===== src/rtl/alu_pkg.sv =====
package alu_pkg;
    localparam int FN_W = 3;

    localparam logic [FN_W-1:0] FN_AND = 3'b000;
    localparam logic [FN_W-1:0] FN_OR  = 3'b001;
    localparam logic [FN_W-1:0] FN_ADD = 3'b010;
    localparam logic [FN_W-1:0] FN_SUB = 3'b110;
    localparam logic [FN_W-1:0] FN_SLT = 3'b111;

    // bit of the function code that negates B and injects the carry
    localparam int NEG_BIT = FN_W - 1;
endpackage


===== src/rtl/alu_logic_unit.sv =====
module alu_logic_unit #(
    parameter int WIDTH = 32
) (
    input  logic [WIDTH-1:0] a_i,
    input  logic [WIDTH-1:0] b_i,
    input  logic             sel_or_i,
    output logic [WIDTH-1:0] y_o
);
    always_comb begin
        if (sel_or_i) y_o = a_i | b_i;
        else          y_o = a_i & b_i;
    end
endmodule


===== src/rtl/alu_ripple_adder.sv =====
module alu_ripple_adder #(
    parameter int WIDTH = 32
) (
    input  logic [WIDTH-1:0] a_i,
    input  logic [WIDTH-1:0] b_i,
    input  logic             cin_i,
    output logic [WIDTH-1:0] sum_o,
    output logic             cout_o
);
    logic [WIDTH:0] chain;

    assign chain[0] = cin_i;

    for (genvar i = 0; i < WIDTH; i++) begin : g_bit
        assign sum_o[i]     = a_i[i] ^ b_i[i] ^ chain[i];
        assign chain[i+1]   = (a_i[i] & b_i[i]) | (chain[i] & (a_i[i] ^ b_i[i]));
    end

    assign cout_o = chain[WIDTH];
endmodule


===== src/rtl/alu_flag_unit.sv =====
module alu_flag_unit #(
    parameter int WIDTH = 32
) (
    input  logic [WIDTH-1:0] result_i,
    input  logic             arith_i,
    input  logic             a_msb_i,
    input  logic             b_eff_msb_i,
    input  logic             sum_msb_i,
    output logic             zero_o,
    output logic             ovf_o
);
    always_comb begin
        zero_o = ~(|result_i);
        // overflow: adder inputs agree in sign, sum disagrees
        ovf_o  = arith_i & (a_msb_i == b_eff_msb_i) & (sum_msb_i != a_msb_i);
    end
endmodule


===== src/rtl/alu_flagged_unit.sv =====
module alu_flagged_unit
    import alu_pkg::*;
#(
    parameter int WIDTH = 32
) (
    input  logic             clk,
    input  logic             rst_n,
    input  logic [WIDTH-1:0] a_i,
    input  logic [WIDTH-1:0] b_i,
    input  logic [FN_W-1:0]  op_i,
    output logic [WIDTH-1:0] result_o,
    output logic             zero_o,
    output logic             carry_o,
    output logic             ovf_o
);
    localparam int MSB = WIDTH - 1;

    typedef struct packed {
        logic [WIDTH-1:0] result;
        logic             zero;
        logic             carry;
        logic             ovf;
    } alu_out_t;

    alu_out_t out_d, out_q;

    logic             negate;
    logic             is_arith;
    logic [WIDTH-1:0] b_eff;
    logic [WIDTH-1:0] logic_y;
    logic [WIDTH-1:0] sum;
    logic             cout;
    logic [WIDTH-1:0] result_mux;
    logic             zero_f;
    logic             ovf_f;

    assign negate   = op_i[NEG_BIT];
    assign is_arith = (op_i == FN_ADD) || (op_i == FN_SUB);
    assign b_eff    = negate ? ~b_i : b_i;

    alu_logic_unit #(.WIDTH(WIDTH)) u_logic (
        .a_i      (a_i),
        .b_i      (b_i),
        .sel_or_i (op_i[0]),
        .y_o      (logic_y)
    );

    alu_ripple_adder #(.WIDTH(WIDTH)) u_adder (
        .a_i    (a_i),
        .b_i    (b_eff),
        .cin_i  (negate),
        .sum_o  (sum),
        .cout_o (cout)
    );

    always_comb begin
        case (op_i)
            FN_AND, FN_OR:  result_mux = logic_y;
            FN_ADD, FN_SUB: result_mux = sum;
            FN_SLT:         result_mux = {{(WIDTH-1){1'b0}}, sum[MSB]};
            default:        result_mux = '0;
        endcase
    end

    alu_flag_unit #(.WIDTH(WIDTH)) u_flags (
        .result_i    (result_mux),
        .arith_i     (is_arith),
        .a_msb_i     (a_i[MSB]),
        .b_eff_msb_i (b_eff[MSB]),
        .sum_msb_i   (sum[MSB]),
        .zero_o      (zero_f),
        .ovf_o       (ovf_f)
    );

    always_comb begin
        out_d        = out_q;
        out_d.result = result_mux;
        out_d.zero   = zero_f;
        out_d.carry  = is_arith & cout;
        out_d.ovf    = ovf_f;
    end

    always_ff @(posedge clk) begin
        if (!rst_n) out_q <= '0;
        else        out_q <= out_d;
    end

    assign result_o = out_q.result;
    assign zero_o   = out_q.zero;
    assign carry_o  = out_q.carry;
    assign ovf_o    = out_q.ovf;

    // ---------------- assertions ----------------

    // registered sum and carry match A + B captured one edge earlier
    p_add_sum_r3: assert property (@(posedge clk) disable iff (!rst_n)
        ($past(rst_n) && $past(op_i) == FN_ADD) |->
            ({carry_o, result_o} == ({1'b0, $past(a_i)} + {1'b0, $past(b_i)})));

    // set-on-less-than clears all upper result bits
    p_slt_upper_r5: assert property (@(posedge clk) disable iff (!rst_n)
        ($past(rst_n) && $past(op_i) == FN_SLT) |-> (result_o[MSB:1] == '0));

    // zero flag agrees with the registered result
    p_zero_r6: assert property (@(posedge clk) disable iff (!rst_n)
        $past(rst_n) |-> (zero_o == (result_o == '0)));

    // adding operands of opposite sign never overflows
    p_no_overflow_r7: assert property (@(posedge clk) disable iff (!rst_n)
        ($past(rst_n) && $past(op_i) == FN_ADD && ($past(a_i[MSB]) != $past(b_i[MSB])))
            |-> !ovf_o);

    // subtracting operands of equal sign never overflows
    p_no_overflow_r8: assert property (@(posedge clk) disable iff (!rst_n)
        ($past(rst_n) && $past(op_i) == FN_SUB && ($past(a_i[MSB]) == $past(b_i[MSB])))
            |-> !ovf_o);

    // logic and compare functions report no carry or overflow
    p_quiet_flags_r9: assert property (@(posedge clk) disable iff (!rst_n)
        ($past(rst_n) && ($past(op_i) == FN_AND || $past(op_i) == FN_OR ||
                          $past(op_i) == FN_SLT)) |-> (!carry_o && !ovf_o));

    // unused codes give a zero result with quiet flags
    p_unused_r10: assert property (@(posedge clk) disable iff (!rst_n)
        ($past(rst_n) && ($past(op_i) == 3'b011 || $past(op_i) == 3'b100 ||
                          $past(op_i) == 3'b101))
            |-> (result_o == '0 && zero_o && !carry_o && !ovf_o));

    // reset clears every output at the following edge
    p_reset_clear_r11: assert property (@(posedge clk)
        (rst_n && !$past(rst_n)) |-> (result_o == '0 && !zero_o && !carry_o && !ovf_o));
endmodule


===== config.mk =====
export PLATFORM = sky130hd
export DESIGN_NAME = alu_flagged_unit
export DESIGN_NICKNAME = d
export VERILOG_FILES = /design/src/rtl/alu_pkg.sv /design/src/rtl/alu_logic_unit.sv /design/src/rtl/alu_ripple_adder.sv /design/src/rtl/alu_flag_unit.sv /design/src/rtl/alu_flagged_unit.sv
export SDC_FILE = /design/constraint.sdc
export NUM_CORES = 1
export LEC_CHECK = 0
export BUFFER_PORTS_ARGS = -buffer_cell sky130_fd_sc_hd__buf_2
export CAP_MARGIN = 20
export CORE_MARGIN = 1.5
export CORE_UTILIZATION = 48
export DETAILED_ROUTE_END_ITERATION = 10
export PLACE_DENSITY = 0.81
export REMOVE_ABC_BUFFERS = 1
export SYNTH_ARGS = -nofsm -noshare
export SYNTH_HDL_FRONTEND = slang
export SYNTH_SLANG_ARGS = --single-unit

===== constraint.sdc =====
create_clock -name clk -period 22.1 [get_ports clk]
set_input_delay 3.315 -clock clk [delete_from_list [all_inputs] [get_ports clk]]
set_output_delay 3.315 -clock clk [all_outputs]
set_load 0.02 [all_outputs]

==> run_results.csv <==
group,metric,value,unit
status,status,"finished clean",
sta,report.final.slew_viol_count,0,
critical_path,cp.required,22290,ps
floorplanning,start_util,0.494,
yosys,synth_area_leaders,"dfxtp_1 (26%), fa_1 (23%), xor2_1 (9.1%)",
clock_tree,hold_buffers,0,
critical_path,critPathMaxStageDelay,560,ps
placed_design,dpl.hpwl,4700,um
sta,slew_headroom,0.446,
worst_hold_path,holdPathStages,3,
global_route,grt_usage,0.208,
clock_tree,cts_tree,"yes",
placed_design,pre_cts_slack,3850,ps
placed_design,globalplace.congestion,0.773,
sta,rsz0062_at_grt,"false",
clock_tree,clk_pin_slew,70,ps
critical_path,cp_max_fo,34,
sta,layout_setup_ws,4220,ps
floorplanning,coreArea,5470,um^2
critical_path,crit_arrival,18070,ps
clock_tree,cts-root-buf,"clkbuf_8",
yosys,synth_seq_area_share,0.259,
global_route,grt_pass1_wl,10000,um
cells_and_area,antenna_cells,0,
sta,setup_tns,0,ps
route,drc,0,
yosys,yosysMostFrequentCell,"dfxtp_1",
route,vias,2175,
yosys,synth_top_area_cell,"dfxtp_1",
route,met1_length,2510,um
critical_path,critical-path-top-delay-family,"adder cells",
critical_path,crit_buf_inv,8,
critical_path,start_kind,"primary input",
sta,setup_violations,0,
critical_path,slowest_stage,"or4_1",
critical_path,path_class,"in2reg",
clock_tree,post_cts.repair.setup_buffers,0,
pwr,finalPower,0.194,mW
floorplanning,die_y,78.0,um
job,drv_cap,0,
cells_and_area,drive_above_1_share,0.364,
worst_hold_path,whs_endpoint,"ovf_o",
global_route,grt_pass1_vias,2202,
floorplanning,num_io_pins,104,
floorplanning,die_w,78.0,um
placed_design,port_buffers,103,
cells_and_area,fin_util,0.612,
yosys,syn_area,2700,um^2
clock_tree,cts_max_level,2,
yosys,synth-seq-cells,35,
yosys,synthArstFlopShare,0,
critical_path,crit_path_end_kind,"flop",
critical_path,cp_common_cell,"fa_1",
clock_tree,cts.path.max_buffers,2,
worst_hold_path,hp-class,"in2reg",
sta,timing.final.crit_period,17880,ps
sta,max_freq,55.9,MHz
cells_and_area,fill_cells,487,
cells_and_area,syn_to_final_growth,24.0,%
clock_tree,post_cts_resize_count,0,
route,wl_per_cell,14.5,um
worst_hold_path,hold_start,"a_i[31]",
cells_and_area,final_nets,448,
pwr,p_leak,1.51,nW
clock_tree,clkSinkCount,35,
route,wl_met2,3170,um
route,wl,6070,um
sta,hold_viol,0,
yosys,yosys-top-cells-count,"dfxtp_1 (35), fa_1 (31), nor2b_1 (29)",
route,wl_met3,321,um
yosys,syn_inst,249,
floorplanning,core.rowCount,27,
pwr,vdd_ir_drop_max,0.0293,mV
sta,fin_crit_sh,0.809,
yosys,synth_area_per_cell,10.8,um^2
global_route,antenna_found_initial,0,
global_route,grt_max_degree,37,
route,avgViaCountPerCell,5.20,
yosys,yosys_warnings,0,
yosys,synthDistinctLibCells,31,
route,firstDrtPassIters,4,
pwr,power_density,57.9,nW/um^2
route,drt_iter0_markers,96,
floorplanning,die_area,6090,um^2
global_route,grt_overflow,0,
route,dr.max_layer_used,"met4",
yosys,synth_ff_type,"dfxtp_1",
yosys,synth-edff-count,0,
clock_tree,cts_buffers,5,
route,ant_nets,0,
yosys,synth_top_cell_area_share,0.259,
sta,worstMarginPinSlew,829,ps
-- placed cells by master (no fill, tap or decap), types with 4 or more instances in the layout --
cell      count
clkbuf_8      7
nor2b_1      28
xor2_1       28
a22oi_1      25
dfxtp_1      35
buf_2       103
fa_1         31
and2b_1       4
inv_1        12
maj3_2        7
nand4_1       5
maj3_1       24
xnor2_1       4
-- cells by family after synthesis --
group	synth area share
adder cells (fa/ha/maj)	0.362
multiplexers	0.00417
AO/OA/AOI/OAI	0.0954
buffers and inverters	0.0482
flip-flops	0.259
XOR/XNOR	0.104
AND/OR/NAND/NOR	0.127
-- power by group --
group	internal [mW]	switching (mW)	leakage, nW
registers	0.0678	0.00124	0.287
clock network	0.0285	0.0229	0.0515
logic	0.0330	0.0404	1.17
-- area by class of cell --
type / count / area (um^2) / area share
repair buffers: 106 / 538 / 0.161
clock buffers: 8 / 100 / 0.0299
inverters: 12 / 45.0 / 0.0134
well taps: 72 / 90.1 / 0.0269
multi-input cells: 185 / 1880 / 0.560
flip-flops and latches: 35 / 701 / 0.209
-- worst max path at each step --
stage	from	endpoint	slack (ps)	cells after the start
finish	op_i[2]	zero_o	4220	44
global route	op_i[2]	zero_o	3560	44
CTS	op_i[2]	zero_o	4110	44
detailed placement	op_i[2]	zero_o	3850	44
global placement	op_i[2]	zero_o	4240	44
floorplan	b_i[0]	zero_o	5040	42
-- through the flow --
stage | instance area (um^2) | hold slack (ps) | std cells
6_report | 3350 | 3390 | 418
5_1_grt | 3350 | 3410 | 418
4_1_cts | 3350 | 3390 | 418
3_5_place_dp | 3250 | 3680 | 410
3_3_place_gp | 3250 | 3690 | 410
2_1_floorplan | 2620 | 3440 | 232
-- routing by layer --
layer,GRT usage,up-vias
li1,-,1036
met1,0.257,1052
met2,0.377,76
met5,0,-
met4,0.0482,0
met3,0.0372,11
-- state kept, by name (all words and copies together) (netlist names) --
name      cells
result_o     32
carry_o       1
ovf_o         1
zero_o        1
Note: power is estimated with default switching activity, not from simulation.
